$ cat config.mk
export PLATFORM = sky130hd
export DESIGN_NAME = line_pulse_timer
export DESIGN_NICKNAME = d
export VERILOG_FILES = /design/src/rtl/lpt_pkg.sv /design/src/rtl/lpt_start_delay.sv /design/src/rtl/lpt_regbank.sv /design/src/rtl/lpt_pulse.sv /design/src/rtl/line_pulse_timer.sv
export SDC_FILE = /design/constraint.sdc
export NUM_CORES = 1
export LEC_CHECK = 0
export ABC_AREA = 1
export BUFFER_PORTS_ARGS = -buffer_cell sky130_fd_sc_hd__buf_4
export CAP_MARGIN = 10
export CORE_MARGIN = 2
export CORE_UTILIZATION = 30
export DETAILED_ROUTE_END_ITERATION = 10
export GPL_TIMING_DRIVEN = 0
export PLACE_DENSITY_LB_ADDON = 0.1
export SYNTH_ARGS = -nofsm -noshare
export SYNTH_HDL_FRONTEND = slang
export SYNTH_SLANG_ARGS = --single-unit
$ cat constraint.sdc
create_clock -name clk -period 2 [get_ports clk]
set_input_delay 0.1 -clock clk [delete_from_list [all_inputs] [get_ports clk]]
set_output_delay 0.1 -clock clk [all_outputs]
set_load 0.02 [all_outputs]
$ cat src/rtl/lpt_pkg.sv
package lpt_pkg;

    localparam int NUM_SLOT  = 8;
    localparam int NUM_PULSE = 3;

    localparam int PULSE_HBLK  = 0;
    localparam int PULSE_PBLK  = 1;
    localparam int PULSE_CLAMP = 2;

    // Slot of the first position register for a pulse; the second follows it.
    function automatic int first_slot(input int pulse, input logic odd_line);
        int slot;
        case (pulse)
            PULSE_HBLK: slot = odd_line ? 2 : 0;
            PULSE_PBLK: slot = 4;
            default:    slot = 6;
        endcase
        return slot;
    endfunction

    function automatic bit active_low(input int pulse);
        return pulse != PULSE_HBLK;
    endfunction

endpackage

$ cat src/rtl/lpt_start_delay.sv
module lpt_start_delay #(
    parameter int PIPE_DLY = 12
) (
    input  logic clk,
    input  logic rst_n,
    input  logic hd_i,
    input  logic vd_i,
    output logic line_start_o,
    output logic vd_fall_o
);
    localparam int DLY_W = (PIPE_DLY > 1) ? $clog2(PIPE_DLY) : 1;
    localparam logic [DLY_W-1:0] DLY_LOAD = DLY_W'(PIPE_DLY - 1);

    typedef struct packed {
        logic             hd;
        logic             vd;
        logic             busy;
        logic [DLY_W-1:0] dly;
    } dly_t;

    dly_t st_d, st_q;
    logic hd_fall;
    logic expire;

    assign hd_fall = st_q.hd & ~hd_i;
    assign expire  = st_q.busy && (st_q.dly == '0);

    always_comb begin
        st_d    = st_q;
        st_d.hd = hd_i;
        st_d.vd = vd_i;
        if (hd_fall) begin
            // the newest edge always restarts the delay
            st_d.busy = 1'b1;
            st_d.dly  = DLY_LOAD;
        end else if (expire) begin
            st_d.busy = 1'b0;
        end else if (st_q.busy) begin
            st_d.dly = st_q.dly - 1'b1;
        end
    end

    always_ff @(posedge clk or negedge rst_n) begin
        if (!rst_n) begin
            st_q <= '0;
        end else begin
            st_q <= st_d;
        end
    end

    assign line_start_o = expire & ~hd_fall;
    assign vd_fall_o    = st_q.vd & ~vd_i;

endmodule

$ cat src/rtl/lpt_regbank.sv
module lpt_regbank #(
    parameter int DATA_W = 13,
    parameter int ADDR_W = 3
) (
    input  logic                                         clk,
    input  logic                                         rst_n,
    input  logic                                         wr_en_i,
    input  logic [ADDR_W-1:0]                            wr_addr_i,
    input  logic [DATA_W-1:0]                            wr_data_i,
    input  logic                                         load_i,
    output logic [lpt_pkg::NUM_SLOT-1:0][DATA_W-1:0]     active_o
);
    localparam int NSLOT = lpt_pkg::NUM_SLOT;
    localparam int SEL_W = $clog2(NSLOT);

    typedef struct packed {
        logic [NSLOT-1:0][DATA_W-1:0] shadow;
        logic [NSLOT-1:0][DATA_W-1:0] active;
    } bank_t;

    bank_t bank_d, bank_q;
    logic  in_range;

    generate
        if (ADDR_W > SEL_W) begin : g_wide
            assign in_range = ~|wr_addr_i[ADDR_W-1:SEL_W];
        end else begin : g_exact
            assign in_range = 1'b1;
        end
    endgenerate

    always_comb begin
        bank_d = bank_q;
        if (wr_en_i && in_range) begin
            bank_d.shadow[wr_addr_i[SEL_W-1:0]] = wr_data_i;
        end
        if (load_i) begin
            // a write on the restart edge is already part of the copy
            bank_d.active = bank_d.shadow;
        end
    end

    always_ff @(posedge clk or negedge rst_n) begin
        if (!rst_n) begin
            bank_q <= '0;
        end else begin
            bank_q <= bank_d;
        end
    end

    assign active_o = bank_q.active;

endmodule

$ cat src/rtl/lpt_pulse.sv
module lpt_pulse #(
    parameter int CNT_W    = 13,
    parameter bit ACT_LOW  = 1'b0
) (
    input  logic             clk,
    input  logic             rst_n,
    input  logic             clear_i,
    input  logic             step_i,
    input  logic [CNT_W-1:0] cnt_i,
    input  logic [CNT_W-1:0] first_i,
    input  logic [CNT_W-1:0] second_i,
    output logic             lvl_o
);
    typedef struct packed {
        logic act;
    } pulse_t;

    pulse_t st_d, st_q;

    always_comb begin
        st_d = st_q;
        if (clear_i) begin
            st_d.act = 1'b0;
        end else if (step_i) begin
            if (cnt_i == first_i) begin
                st_d.act = 1'b1;
            end
            // the second position wins when both match
            if (cnt_i == second_i) begin
                st_d.act = 1'b0;
            end
        end
    end

    always_ff @(posedge clk or negedge rst_n) begin
        if (!rst_n) begin
            st_q <= '0;
        end else begin
            st_q <= st_d;
        end
    end

    assign lvl_o = st_q.act ^ ACT_LOW;

endmodule

$ cat src/rtl/line_pulse_timer.sv
module line_pulse_timer #(
    parameter int CNT_W    = 13,
    parameter int PIPE_DLY = 12,
    parameter int ADDR_W   = 3
) (
    input  logic              clk,
    input  logic              rst_n,
    input  logic              hd_i,
    input  logic              vd_i,
    input  logic              wr_en_i,
    input  logic [ADDR_W-1:0] wr_addr_i,
    input  logic [CNT_W-1:0]  wr_data_i,
    output logic              hblk_o,
    output logic              pblk_n_o,
    output logic              clamp_n_o
);
    localparam int NSLOT  = lpt_pkg::NUM_SLOT;
    localparam int NPULSE = lpt_pkg::NUM_PULSE;
    localparam logic [CNT_W-1:0] CNT_MAX = {CNT_W{1'b1}};

    typedef struct packed {
        logic [CNT_W-1:0] cnt;
        logic             par;
        logic             pend;
    } line_t;

    line_t st_d, st_q;
    logic  line_start;
    logic  vd_fall;
    logic  step;
    logic  [NSLOT-1:0][CNT_W-1:0] act_regs;
    logic  [NPULSE-1:0][CNT_W-1:0] first_w;
    logic  [NPULSE-1:0][CNT_W-1:0] second_w;
    logic  [NPULSE-1:0] lvl;
    logic  [CNT_W-1:0] cnt_q;
    logic  par_q;

    lpt_start_delay #(
        .PIPE_DLY(PIPE_DLY)
    ) u_delay (
        .clk         (clk),
        .rst_n       (rst_n),
        .hd_i        (hd_i),
        .vd_i        (vd_i),
        .line_start_o(line_start),
        .vd_fall_o   (vd_fall)
    );

    lpt_regbank #(
        .DATA_W(CNT_W),
        .ADDR_W(ADDR_W)
    ) u_bank (
        .clk      (clk),
        .rst_n    (rst_n),
        .wr_en_i  (wr_en_i),
        .wr_addr_i(wr_addr_i),
        .wr_data_i(wr_data_i),
        .load_i   (line_start),
        .active_o (act_regs)
    );

    always_comb begin
        st_d = st_q;
        step = 1'b0;
        if (line_start) begin
            st_d.cnt  = '0;
            st_d.par  = (st_q.pend | vd_fall) ? 1'b0 : ~st_q.par;
            st_d.pend = 1'b0;
        end else begin
            if (vd_fall) begin
                st_d.pend = 1'b1;
            end
            if (st_q.cnt != CNT_MAX) begin
                st_d.cnt = st_q.cnt + 1'b1;
                step     = 1'b1;
            end
        end
    end

    always_ff @(posedge clk or negedge rst_n) begin
        if (!rst_n) begin
            st_q.cnt  <= CNT_MAX;
            st_q.par  <= 1'b0;
            st_q.pend <= 1'b1;
        end else begin
            st_q <= st_d;
        end
    end

    assign cnt_q = st_q.cnt;
    assign par_q = st_q.par;

    generate
        for (genvar g = 0; g < NPULSE; g++) begin : g_pulse
            localparam bit AL = lpt_pkg::active_low(g);

            always_comb begin
                first_w[g]  = act_regs[lpt_pkg::first_slot(g, st_q.par)];
                second_w[g] = act_regs[lpt_pkg::first_slot(g, st_q.par) + 1];
            end

            lpt_pulse #(
                .CNT_W  (CNT_W),
                .ACT_LOW(AL)
            ) u_pulse (
                .clk     (clk),
                .rst_n   (rst_n),
                .clear_i (line_start),
                .step_i  (step),
                .cnt_i   (st_d.cnt),
                .first_i (first_w[g]),
                .second_i(second_w[g]),
                .lvl_o   (lvl[g])
            );
        end
    endgenerate

    assign hblk_o    = lvl[lpt_pkg::PULSE_HBLK];
    assign pblk_n_o  = lvl[lpt_pkg::PULSE_PBLK];
    assign clamp_n_o = lvl[lpt_pkg::PULSE_CLAMP];

endmodule

==> impl_metrics.env <==
export IMPL_run_status="finished with violations"
export IMPL_violations="setup timing"
export IMPL_routedWlPerCell_um=20.3
export IMPL_report_final_setup_viol=3
export IMPL_hold_path_class="in -> async"
export IMPL_grt_pass1_vias=8742
export IMPL_cts_buffers=27
export IMPL_synth_top_cell_area_share_pct=51.7
export IMPL_synth_seq_cells=233
export IMPL_ff2ff_path_depth=15
export IMPL_power_leakage_uw=0.00655
export IMPL_ant_nets=0
export IMPL_dr_pass1_iters=7
export IMPL_hold_viol_final=0
export IMPL_die_area_um2=36800
export IMPL_gp_congestion=0.837
export IMPL_r2r_start="cnt_q[1]"
export IMPL_rr_endpoint="g_pulse[0].u_pulse.lvl_o"
export IMPL_maxSlewViolCount=0
export IMPL_endpoint_kind="register"
export IMPL_fmax_mhz=425
export IMPL_netlist_top_cells_area="dfrtp_1, nand2_1, o21ai_0, inv_1, dfstp_2"
export IMPL_worstMarginPinSlew_ps=953
export IMPL_core_area_um2=34600
export IMPL_num_rows=68
export IMPL_whs_ps=68.4
export IMPL_via_per_inst=4.82
export IMPL_clock_path_buffers=3
export IMPL_dp_cells=1798
export IMPL_relSlewSlack_pct=36.1
export IMPL_fin_skew_ps=19.3
export IMPL_required_ps=2450
export IMPL_antenna_found_initial=4
export IMPL_cts_tree="built"
export IMPL_final_cells=1888
export IMPL_place_port_buffers=23
export IMPL_cp_arrival_ps=2800
export IMPL_netlist_top_cell_by_area="dfrtp_1"
export IMPL_die_h_um=192
export IMPL_synthDistinctLibCells=34
export IMPL_start_util_pct=30.6
export IMPL_post_route_drc_count=0
export IMPL_via_count=9091
export IMPL_ys_warn_count=0
export IMPL_period_share_pct=118
export IMPL_grtUsageTotal_pct=21.2
export IMPL_irDropWorstVdd_mv=0.774
export IMPL_r2r_slack_ps=-350
export IMPL_drt_iter0_markers=893
export IMPL_nets=1436
export IMPL_drive_gt1_share_pct=14.9
export IMPL_grt_overflow=0
export IMPL_totalWireLength_um=38300
export IMPL_synthCells=1318
export IMPL_clk_pin_slew_ps=70
export IMPL_rsz0062_at_grt="true"
export IMPL_syn_area_um2=10600
export IMPL_finalWorstSetupSlack_ps=-352
export IMPL_power_total_uw=19200
export IMPL_crit_type="reg -> reg"
export IMPL_drv_cap=0
export IMPL_boundaryPins=24
export IMPL_grt_max_degree=105
export IMPL_dp_hpwl_um=25200
export IMPL_grt_pass1_wl_um=56500
export IMPL_syn_avg_cell_area_um2=8.04
export IMPL_yosysSeqAreaShare_pct=55.2
export IMPL_cp_max_fo=8
export IMPL_p_per_area_nw_per_um2=1440
export IMPL_start_kind="register"
export IMPL_clock_latency_ps=560
export IMPL_cts_root_buffer="clkbuf_16"
export IMPL_antenna_cells=0
export IMPL_fin_crit_ps=2350
export IMPL_syn_nets=1342
export IMPL_cts_sinks=233
export IMPL_fp_dieW_um=192
export IMPL_area_growth_syn_to_layout_pct=25.7
export IMPL_htree_num_levels=1
==> flip-flops by register name, indices dropped and copies added, names as in the netlist <==
register	count
u_bank.bank_q	104
u_delay.st_q	7
g_pulse.u_pulse.lvl_o	1
u_bank.active_o	104
par_q	1
cnt_q	13
st_q	1
g_pulse.u_pulse.st_q	2
==> per-layer routing <==
layer,part of all wire (%),vias to the layer above,routed length [µm],track usage [%]
met1,49,4512,18700,31.7
met3,3.7,40,1420,1.74
met5,0,-,0,0
met4,1.9,0,715,4.23
met2,46,189,17500,33.7
li1,-,4350,-,-
==> cells in the final DEF, fill, tap and decap left out, drive strengths merged <==
cell         synthesis  layout
o21ai              193     193
nand4               14      14
nand3               67      67
inv                147     144
nand3b               8       8
xnor2                1       1
xor2                 9       9
dlygate4sd3          0       3
buf                 11      76
clkinvlp             0       5
or2                  6       6
clkbuf              41      72
nand2              489     491
ha                   3       3
o21bai               1       1
dfrtp              219     219
nor3                 3       3
o21a                 2       2
a21oi               19      19
bufinv               0       5
dfstp               14      14
clkinv               0       7
a31oi                1       1
nor2                70      70
==> power breakdown <==
part	leakage [µW]	switching (µW)	total, µW	internal [µW]
combinational	0.00325	4360	6810	2460
sequential	0.00283	731	7000	6270
clock	0.000470	2080	5350	3270
total	0.00655	7170	19200	12000
==> worst max-delay path: stages, from the launching register on <==
cell     delay [ps]
dfstp_2         590
ha_4            170
nand3_4         110
nor2_4          120
buf_12          140
nand2_8          80
buf_12          150
nand2_4          60
nand3_4         150
buf_4           190
nand2_1          60
nand3_1          80
nor2_1          110
nand3_1          80
nand2_1         100
nor2_1           50
==> repair_timing <==
item,4_1_cts,5_1_grt
setup endpoints to repair,120,108
hold buffers,3,0
gates cloned,2,1
hold endpoints to repair,127,0
setup buffers,24,10
pin swaps,14,13
resized for setup,128,32
==> stage by stage <==
| step | area, µm² | setup TNS, ps | worst slack (ps) | utilization [%] |
|---|---|---|---|---|
| detailed placement | 11400 | -61390 | -1030 | 33.0 |
| floorplan | 10600 | 0 | 5.95 | - |
| CTS | 13100 | -2010 | -273 | 37.9 |
| finish | 13300 | -1000 | -352 | 38.5 |
| global route | 13300 | -1320 | -476 | 38.5 |
| global placement | 11400 | -338050 | -1260 | 32.8 |
==> Yosys cell counts <==
| cell type | n |
|---|---|
| a21oi_1 | 18 |
| a21oi_2 | 1 |
| a31oi_1 | 1 |
| buf_1 | 2 |
| buf_2 | 5 |
| buf_4 | 3 |
| buf_6 | 1 |
| clkbuf_1 | 41 |
| dfrtp_1 | 219 |
| dfstp_2 | 14 |
| ha_1 | 3 |
| inv_1 | 145 |
| inv_2 | 2 |
| nand2_1 | 478 |
| nand2_2 | 7 |
| nand2_4 | 4 |
| nand3_1 | 60 |
| nand3_2 | 5 |
| nand3_4 | 2 |
| nand3b_1 | 8 |
| nand4_1 | 14 |
| nor2_1 | 68 |
| nor2_2 | 1 |
| nor2_4 | 1 |
| nor3_1 | 1 |
| nor3_2 | 1 |
| nor3_4 | 1 |
| o21a_1 | 2 |
| o21ai_0 | 193 |
| o21bai_1 | 1 |
| or2_1 | 1 |
| or2_2 | 5 |
| xnor2_1 | 1 |
| xor2_1 | 9 |
==> how the worst max path moves through the flow <==
| stage | startpoint | to | cells past startpoint |
|---|---|---|---|
| floorplan | cnt_q[0] | g_pulse[2].u_pulse.st_q | 12 |
| global placement | rst_n | u_bank.bank_q[133] | 1 |
| detailed placement | cnt_q[0] | g_pulse[2].u_pulse.st_q | 14 |
| CTS | cnt_q[1] | g_pulse[2].u_pulse.st_q | 17 |
| global route | cnt_q[1] | g_pulse[0].u_pulse.lvl_o | 17 |
| finish | cnt_q[1] | g_pulse[0].u_pulse.lvl_o | 15 |
==> layout make-up <==
type,count,area (µm²)
Fill cell,3526,21300
Sequential cell,233,5850
Multi-Input combinational cell,888,4290
Clock buffer,36,749
Timing Repair Buffer,63,603
Inverter,147,579
Tap cell,455,569
Buffer,52,480
Clock inverter,14,201
==> kinds of logic after synthesis <==
family	after synthesis	share of synthesized area, %
xor+xnor	10	0.827
fa+ha+maj	3	0.354
flops	233	55.2
buf+inv	199	7.29
compound gates	216	10.3
simple gates	657	26.0
(Power assumes the default switching activity.)
